### config.mk
export PLATFORM = sky130hd
export DESIGN_NAME = periph_rate_div
export DESIGN_NICKNAME = d
export VERILOG_FILES = /design/src/rtl/periph_rate_div_pkg.sv /design/src/rtl/prd_cfg.sv /design/src/rtl/prd_srcsel.sv /design/src/rtl/prd_accum.sv /design/src/rtl/periph_rate_div.sv
export SDC_FILE = /design/constraint.sdc
export NUM_CORES = 1
export LEC_CHECK = 0
export BUFFER_PORTS_ARGS = -buffer_cell sky130_fd_sc_hd__clkbuf_2
export CAP_MARGIN = 20
export CORE_ASPECT_RATIO = 1.1
export CORE_UTILIZATION = 43
export CTS_BUF_LIST = sky130_fd_sc_hd__clkbuf_16
export DETAILED_ROUTE_END_ITERATION = 8
export SLEW_MARGIN = 20
export SYNTH_ARGS = -nofsm -noshare
export SYNTH_HDL_FRONTEND = slang
export SYNTH_HIERARCHICAL = 1
export SYNTH_SLANG_ARGS = --single-unit
### constraint.sdc
create_clock -name clk -period 9.1 [get_ports clk]
set_clock_uncertainty 0.2 [all_clocks]
set_input_delay 0.455 -clock clk [delete_from_list [all_inputs] [get_ports clk]]
set_output_delay 0.455 -clock clk [all_outputs]
set_load 0.03 [all_outputs]
### src/rtl/periph_rate_div_pkg.sv
package periph_rate_div_pkg;

  typedef enum logic {
    DIV_FRAC = 1'b0,
    DIV_INT  = 1'b1
  } div_mode_e;

endpackage

### src/rtl/prd_cfg.sv
module prd_cfg
  import periph_rate_div_pkg::*;
#(
  parameter int NUM_SRC = 7,
  parameter int SRC_W   = 3,
  parameter int FRAC_W  = 8,
  parameter int INT_W   = 16,
  parameter int IN_W    = 20
) (
  input  logic             clk,
  input  logic             rst,
  input  logic             we_i,
  input  logic [SRC_W-1:0] src_i,
  input  div_mode_e        mode_i,
  input  logic [IN_W-1:0]  div_i,
  output logic [SRC_W-1:0] src_q,
  output div_mode_e        mode_q,
  output logic [INT_W-1:0] div_q,
  output logic             apply_o,
  output logic             unused_o,
  output logic             err_o
);

  logic ovf;
  logic ovf_q;

  always_comb begin
    if (mode_i == DIV_INT) ovf = |div_i[IN_W-1:INT_W];
    else                   ovf = |div_i[IN_W-1:FRAC_W];
  end

  assign apply_o = we_i && !ovf;

  always_ff @(posedge clk) begin
    if (rst) begin
      src_q  <= '0;
      mode_q <= DIV_FRAC;
      div_q  <= '0;
      ovf_q  <= 1'b0;
    end else if (we_i) begin
      ovf_q <= ovf;
      if (!ovf) begin
        src_q  <= src_i;
        mode_q <= mode_i;
        div_q  <= div_i[INT_W-1:0];
      end
    end
  end

  assign unused_o = (src_q >= SRC_W'(NUM_SRC));
  assign err_o    = ovf_q || unused_o;

  AST_OVF_KEEPS_CFG: assert property (@(posedge clk) disable iff (rst)
    (we_i && ovf) |=> ($stable(div_q) && $stable(src_q) && err_o));

  AST_FRAC_FIELD_FITS: assert property (@(posedge clk) disable iff (rst)
    (mode_q == DIV_FRAC) |-> (div_q < INT_W'(1 << FRAC_W)));

endmodule

### src/rtl/prd_srcsel.sv
module prd_srcsel #(
  parameter int NUM_SRC = 7,
  parameter int SRC_W   = 3
) (
  input  logic [NUM_SRC-1:0] ref_ce_i,
  input  logic [SRC_W-1:0]   src_i,
  output logic               ce_o
);

  logic [NUM_SRC-1:0] hit;

  for (genvar g = 0; g < NUM_SRC; g++) begin : g_src
    assign hit[g] = ref_ce_i[g] && (src_i == SRC_W'(g));
  end

  assign ce_o = |hit;

endmodule

### src/rtl/prd_accum.sv
module prd_accum
  import periph_rate_div_pkg::*;
#(
  parameter int INT_W = 16,
  parameter int ACC_W = INT_W + 2
) (
  input  logic             clk,
  input  logic             rst,
  input  logic             clear_i,
  input  logic             ce_i,
  input  div_mode_e        mode_i,
  input  logic [INT_W-1:0] div_i,
  output logic             pulse_o
);

  logic [ACC_W-1:0] acc_q;
  logic [ACC_W-1:0] step;
  logic [ACC_W-1:0] limit;
  logic [ACC_W-1:0] acc_next;

  always_comb begin
    step     = (mode_i == DIV_INT) ? ACC_W'(1) : ACC_W'(2);
    limit    = ACC_W'(div_i) + step;
    acc_next = acc_q + step;
  end

  always_ff @(posedge clk) begin
    if (rst || clear_i) begin
      acc_q   <= '0;
      pulse_o <= 1'b0;
    end else if (ce_i) begin
      if (acc_next >= limit) begin
        acc_q   <= acc_next - limit;
        pulse_o <= 1'b1;
      end else begin
        acc_q   <= acc_next;
        pulse_o <= 1'b0;
      end
    end else begin
      pulse_o <= 1'b0;
    end
  end

  AST_ACC_BELOW_LIMIT: assert property (@(posedge clk) disable iff (rst)
    (acc_q < limit));

  AST_CLEAR_SILENCES: assert property (@(posedge clk) disable iff (rst)
    clear_i |=> !pulse_o);

  AST_PULSE_NEEDS_CE: assert property (@(posedge clk) disable iff (rst)
    pulse_o |-> $past(ce_i));

endmodule

### src/rtl/periph_rate_div.sv
module periph_rate_div
  import periph_rate_div_pkg::*;
#(
  parameter int NUM_SRC = 7,
  parameter int SRC_W   = 3,
  parameter int FRAC_W  = 8,
  parameter int INT_W   = 16,
  parameter int IN_W    = 20
) (
  input  logic               clk,
  input  logic               rst,
  input  logic [NUM_SRC-1:0] ref_ce_i,
  input  logic               cfg_we_i,
  input  logic [SRC_W-1:0]   cfg_src_i,
  input  logic               cfg_int_i,
  input  logic [IN_W-1:0]    cfg_div_i,
  output logic               clk_en_o,
  output logic               cfg_err_o
);

  localparam int ACC_W = INT_W + 2;

  logic [SRC_W-1:0] src_q;
  div_mode_e        mode_q;
  logic [INT_W-1:0] div_q;
  logic             apply;
  logic             unused;
  logic             sel_ce;
  div_mode_e        mode_in;

  assign mode_in = cfg_int_i ? DIV_INT : DIV_FRAC;

  prd_cfg #(
    .NUM_SRC(NUM_SRC), .SRC_W(SRC_W), .FRAC_W(FRAC_W),
    .INT_W(INT_W), .IN_W(IN_W)
  ) u_cfg (
    .clk     (clk),
    .rst     (rst),
    .we_i    (cfg_we_i),
    .src_i   (cfg_src_i),
    .mode_i  (mode_in),
    .div_i   (cfg_div_i),
    .src_q   (src_q),
    .mode_q  (mode_q),
    .div_q   (div_q),
    .apply_o (apply),
    .unused_o(unused),
    .err_o   (cfg_err_o)
  );

  prd_srcsel #(.NUM_SRC(NUM_SRC), .SRC_W(SRC_W)) u_sel (
    .ref_ce_i(ref_ce_i),
    .src_i   (src_q),
    .ce_o    (sel_ce)
  );

  prd_accum #(.INT_W(INT_W), .ACC_W(ACC_W)) u_acc (
    .clk    (clk),
    .rst    (rst),
    .clear_i(apply),
    .ce_i   (sel_ce && !unused),
    .mode_i (mode_q),
    .div_i  (div_q),
    .pulse_o(clk_en_o)
  );

  AST_UNUSED_SRC_SILENT: assert property (@(posedge clk) disable iff (rst)
    unused |-> (!clk_en_o && cfg_err_o));

endmodule

==> impl_results.rst <==
.. list-table::
   :header-rows: 1

   * - Metric
     - Value
   * - Outcome
     - finished clean
   * - Total setup violations reported at the end of the flow
     - 0
   * - Setup fix buffers added after clock tree synthesis
     - 0
   * - Number of clock sinks
     - 40
   * - Hold slack
     - 0.2064 ns
   * - Cell count after synthesis
     - 446
   * - Cell with the most instances after synthesis
     - sky130_fd_sc_hd__nand2b_1
   * - Sequential cell area fraction in the yosys report
     - 22.40%
   * - Number of enable-type register cells in the synthesized netlist
     - 0
   * - Wire length of the first global-routing pass
     - 15,170 µm
   * - Number of hold violations in the final report
     - 0
   * - Total Wirelength
     - 8772 µm
   * - Tightest slew margin relative to the limit
     - 30.88%
   * - Setup crit start kind
     - flip-flop
   * - Resized cells post-CTS
     - 0
   * - Most used DFF post-synth
     - sky130_fd_sc_hd__dfxtp_1
   * - Die area
     - 8682 µm²
   * - Overall global routing resource usage
     - 22.29%
   * - CP max-delay cell
     - sky130_fd_sc_hd__nand2b_1
   * - Number of violations reported at the end of detailed-routing iteration 0
     - 164
   * - Fmax achieved
     - 0.1801 GHz
   * - Post-synthesis average cell area
     - 8.015 µm²
   * - Worst stage delay on the critical path
     - 0.62 ns
   * - Vias post-DR
     - 3,324
   * - Power density over cell area
     - 285.2 nW/µm²
   * - Clock transition at the registers of the reported paths
     - 0.06 ns
   * - Number of hold buffers added after cts
     - 0
   * - Final cycle utilization of the critical path
     - 61.01%
   * - Element type at the critical path end
     - flip-flop
   * - Number of synthesized register bits
     - 40
   * - Standard-cell row count
     - 34
   * - Required time of the worst setup path
     - 9.09 ns
   * - VDD IR-drop max
     - 0.09918 mV
   * - Buffers on Ports
     - 35
   * - R2R cell count
     - 16
   * - Reg-to-Reg Start
     - u_cfg/mode_q$_SDFFE_PP0P_
   * - Min-Delay Startpoint
     - cfg_src_i[2]
   * - P&R area growth vs syn
     - 9.975%
   * - Final weighted congestion in routability-driven placement
     - 0.8931
   * - Power after layout
     - 1.121 mW
   * - Die span in y
     - 97.63 µm
   * - Total leakage power
     - 1.532 nW
   * - Most common cell type on the critical path
     - sky130_fd_sc_hd__ha_1
   * - CP bufs+invs
     - 1
   * - GRT overflow
     - 0
   * - Most numerous cell types in the synthesized netlist
     - sky130_fd_sc_hd__nand2b_1 (42), sky130_fd_sc_hd__dfxtp_1 (40), sky130_fd_sc_hd__nand2_1 (39), sky130_fd_sc_hd__nor2_1 (30), sky130_fd_sc_hd__mux2i_1 (23)
   * - Max FO, Critical Path
     - 16
   * - TritonCTS clock tree
     - yes
   * - Flop2flop setup slack
     - 3.55 ns
   * - Worst hold path depth
     - 3
   * - HPWL after detailed placement
     - 6713 µm
   * - Sum Neg Setup Slack
     - 0 ns
   * - Antenna Cells
     - 0
   * - Critical path type
     - flip-flop to flip-flop
   * - Number of detailed-route iterations in the first pass
     - 5
   * - Cell class contributing the biggest share of worst-path delay
     - simple AND/OR/NAND/NOR gates
   * - Most area-consuming cells after synthesis
     - sky130_fd_sc_hd__dfxtp_1 (22%), sky130_fd_sc_hd__ha_1 (7.4%), sky130_fd_sc_hd__nand2b_1 (7.4%), sky130_fd_sc_hd__mux2i_1 (6.4%), sky130_fd_sc_hd__xnor2_1 (5.4%)
   * - Combined area of the multi-input logic cells
     - 2604 µm²
   * - Least-Margin Pin Slew
     - 1.033 ns
   * - Yosys top cell area share
     - 22.40%
   * - Fraction of layout cells with a size suffix above 1
     - 12.53%
   * - Bufs on Longest Clock Path
     - 2
   * - Mapped Area
     - 3575 µm²
   * - FF-to-FF End
     - u_acc/acc_q[2]$_SDFFE_PP0P_
   * - Detail-routed net length per standard cell
     - 15.15 µm
   * - CTS root buffer
     - sky130_fd_sc_hd__clkbuf_16
   * - Final Critical Period
     - 5.551 ns
   * - Die outline width
     - 88.94 µm
   * - Later-pin clock latency in the skew report
     - 0.28 ns
   * - Post-DRT Antenna Nets
     - 0
   * - Critical path cell sequence
     - ha_1 > inv_1 > fa_1 > nor2b_1 > nand4_1 > nor3b_1 > nand3_1 > xnor2_1 > ha_1 > nand2_1 > or3_1 > a211o_1 > a31oi_4 > nand2b_1 > mux2_1 > a221oi_1
   * - Worst hold-check path type
     - input pin to flip-flop
   * - Max-cap violations
     - 0
   * - Total CTS buffers
     - 5
   * - Largest net degree at the start of global routing
     - 43
   * - Filler cell count in the final layout
     - 819
   * - Library cell with the largest summed area after synthesis
     - sky130_fd_sc_hd__dfxtp_1
   * - Core region area
     - 7998 µm²
   * - Starting utilization of the core area
     - 44.70%
   * - Final-stage net count
     - 528
   * - Count of warnings emitted by yosys
     - 6
   * - H-tree Lvls
     - 2
   * - Vias per std cell
     - 5.741
   * - Endpoint, Worst Hold
     - u_cfg/src_q[2]$_SDFFE_PP0P_
   * - Syn Nets
     - 504
   * - Number of primary I/O pins
     - 36
   * - Vias in the first global route
     - 3,203
   * - Worst path arrival time
     - 5.54 ns
   * - Post-synth ARST share
     - 0%
   * - Number of max-slew violations in the final report
     - 0
   * - RSZ-0062 raised after global routing
     - false
   * - Register area
     - 800.8 µm²
   * - Post-detailed-route DRC marker count
     - 0
   * - Initial antenna violation count
     - 0
   * - Synth cell types
     - 66
==> flip-flops by register name, indices dropped and copies added (netlist names) <==
register / flops
u_acc/acc_q: 18
u_cfg/div_q: 16
u_cfg/src_q: 3
u_acc/pulse_o: 1
u_cfg/mode_q: 1
u_cfg/ovf_q: 1
==> placed cells by master (no fill, tap or decap), types with 11 or more instances in the layout <==
master                     count
sky130_fd_sc_hd__inv_1        18
sky130_fd_sc_hd__dfxtp_1      40
sky130_fd_sc_hd__nand3_1      18
sky130_fd_sc_hd__xor2_1       13
sky130_fd_sc_hd__mux2i_1      23
sky130_fd_sc_hd__ha_1         21
sky130_fd_sc_hd__a21oi_1      20
sky130_fd_sc_hd__nand2_1      39
sky130_fd_sc_hd__o21ai_0      17
sky130_fd_sc_hd__nor3_1       12
sky130_fd_sc_hd__clkbuf_2     35
sky130_fd_sc_hd__a31oi_1      11
sky130_fd_sc_hd__nor2_1       30
sky130_fd_sc_hd__xnor2_1      22
sky130_fd_sc_hd__nand2b_1     42
==> metrics by stage <==
| step | cell area [µm²] | worst slack (ns) | std cells | util (%) |
|---|---|---|---|---|
| after floorplan | 3575 | 4.497 | 446 | - |
| after global routing | 3931 | 3.131 | 579 | 49.16 |
| final | 3931 | 3.549 | 579 | 49.16 |
| after global placement | 3786 | 3.824 | 571 | 47.34 |
| after detailed placement | 3786 | 3.641 | 571 | 47.34 |
| after CTS | 3931 | 3.615 | 579 | 49.16 |
==> final cells by class <==
type | count | area share (%)
tap | 108 | 3.437
timing repair buffer | 36 | 4.647
clock inverter | 3 | 0.5092
multi-input combinational | 370 | 66.23
inverter | 17 | 1.623
clock buffer | 5 | 3.183
sequential | 40 | 20.37
==> worst min-delay path, stage by stage <==
cell and delay [ns]:
sky130_fd_sc_hd__clkbuf_2 0.08, sky130_fd_sc_hd__nand2b_1 0.05, sky130_fd_sc_hd__mux2i_1 0.06
==> per-layer routing <==
layer	GRT usage (%)	vias up	part of all wire, %
met5	0	-	0
met4	5.739	0	1.3
met3	2.974	10	5.0
met2	37.22	106	48
met1	29.90	1554	46
li1	-	1654	-
==> logic make-up (layout without fill, tap and decap cells) <==
family                   Yosys count  in the layout  share of synthesized area (%)
flip-flops                        40             40                          22.40
AND/OR/NAND/NOR                  188            188                          28.81
adder cells (fa/ha/maj)           24             24                          9.030
XOR/XNOR                          35             35                          8.575
AO/OA/AOI/OAI                     97             97                          18.73
multiplexers                      26             26                          7.700
buffers and inverters             36             61                          4.760
==> report_power, final <==
| part | switching, mW | leakage (nW) | internal [mW] |
|---|---|---|---|
| Sequential | 0.0308 | 0.326 | 0.202 |
| Clock | 0.0748 | 0.0712 | 0.101 |
| Combinational | 0.431 | 1.13 | 0.282 |
| Total | 0.537 | 1.53 | 0.585 |
==> how the worst max path moves through the flow <==
stage / slack (ns) / startpoint / endpoint / depth (start not counted)
2_1_floorplan: 4.50 / u_cfg/mode_q$_SDFFE_PP0P_ / u_acc/acc_q[2]$_SDFFE_PP0P_ / 18
3_3_place_gp: 3.82 / u_cfg/mode_q$_SDFFE_PP0P_ / u_acc/acc_q[2]$_SDFFE_PP0P_ / 16
3_5_place_dp: 3.64 / u_cfg/mode_q$_SDFFE_PP0P_ / u_acc/acc_q[2]$_SDFFE_PP0P_ / 16
4_1_cts: 3.62 / u_cfg/mode_q$_SDFFE_PP0P_ / u_acc/acc_q[2]$_SDFFE_PP0P_ / 16
5_1_grt: 3.13 / u_cfg/mode_q$_SDFFE_PP0P_ / u_acc/acc_q[2]$_SDFFE_PP0P_ / 16
6_report: 3.55 / u_cfg/mode_q$_SDFFE_PP0P_ / u_acc/acc_q[2]$_SDFFE_PP0P_ / 16
Power figures use the tool's default switching activity.
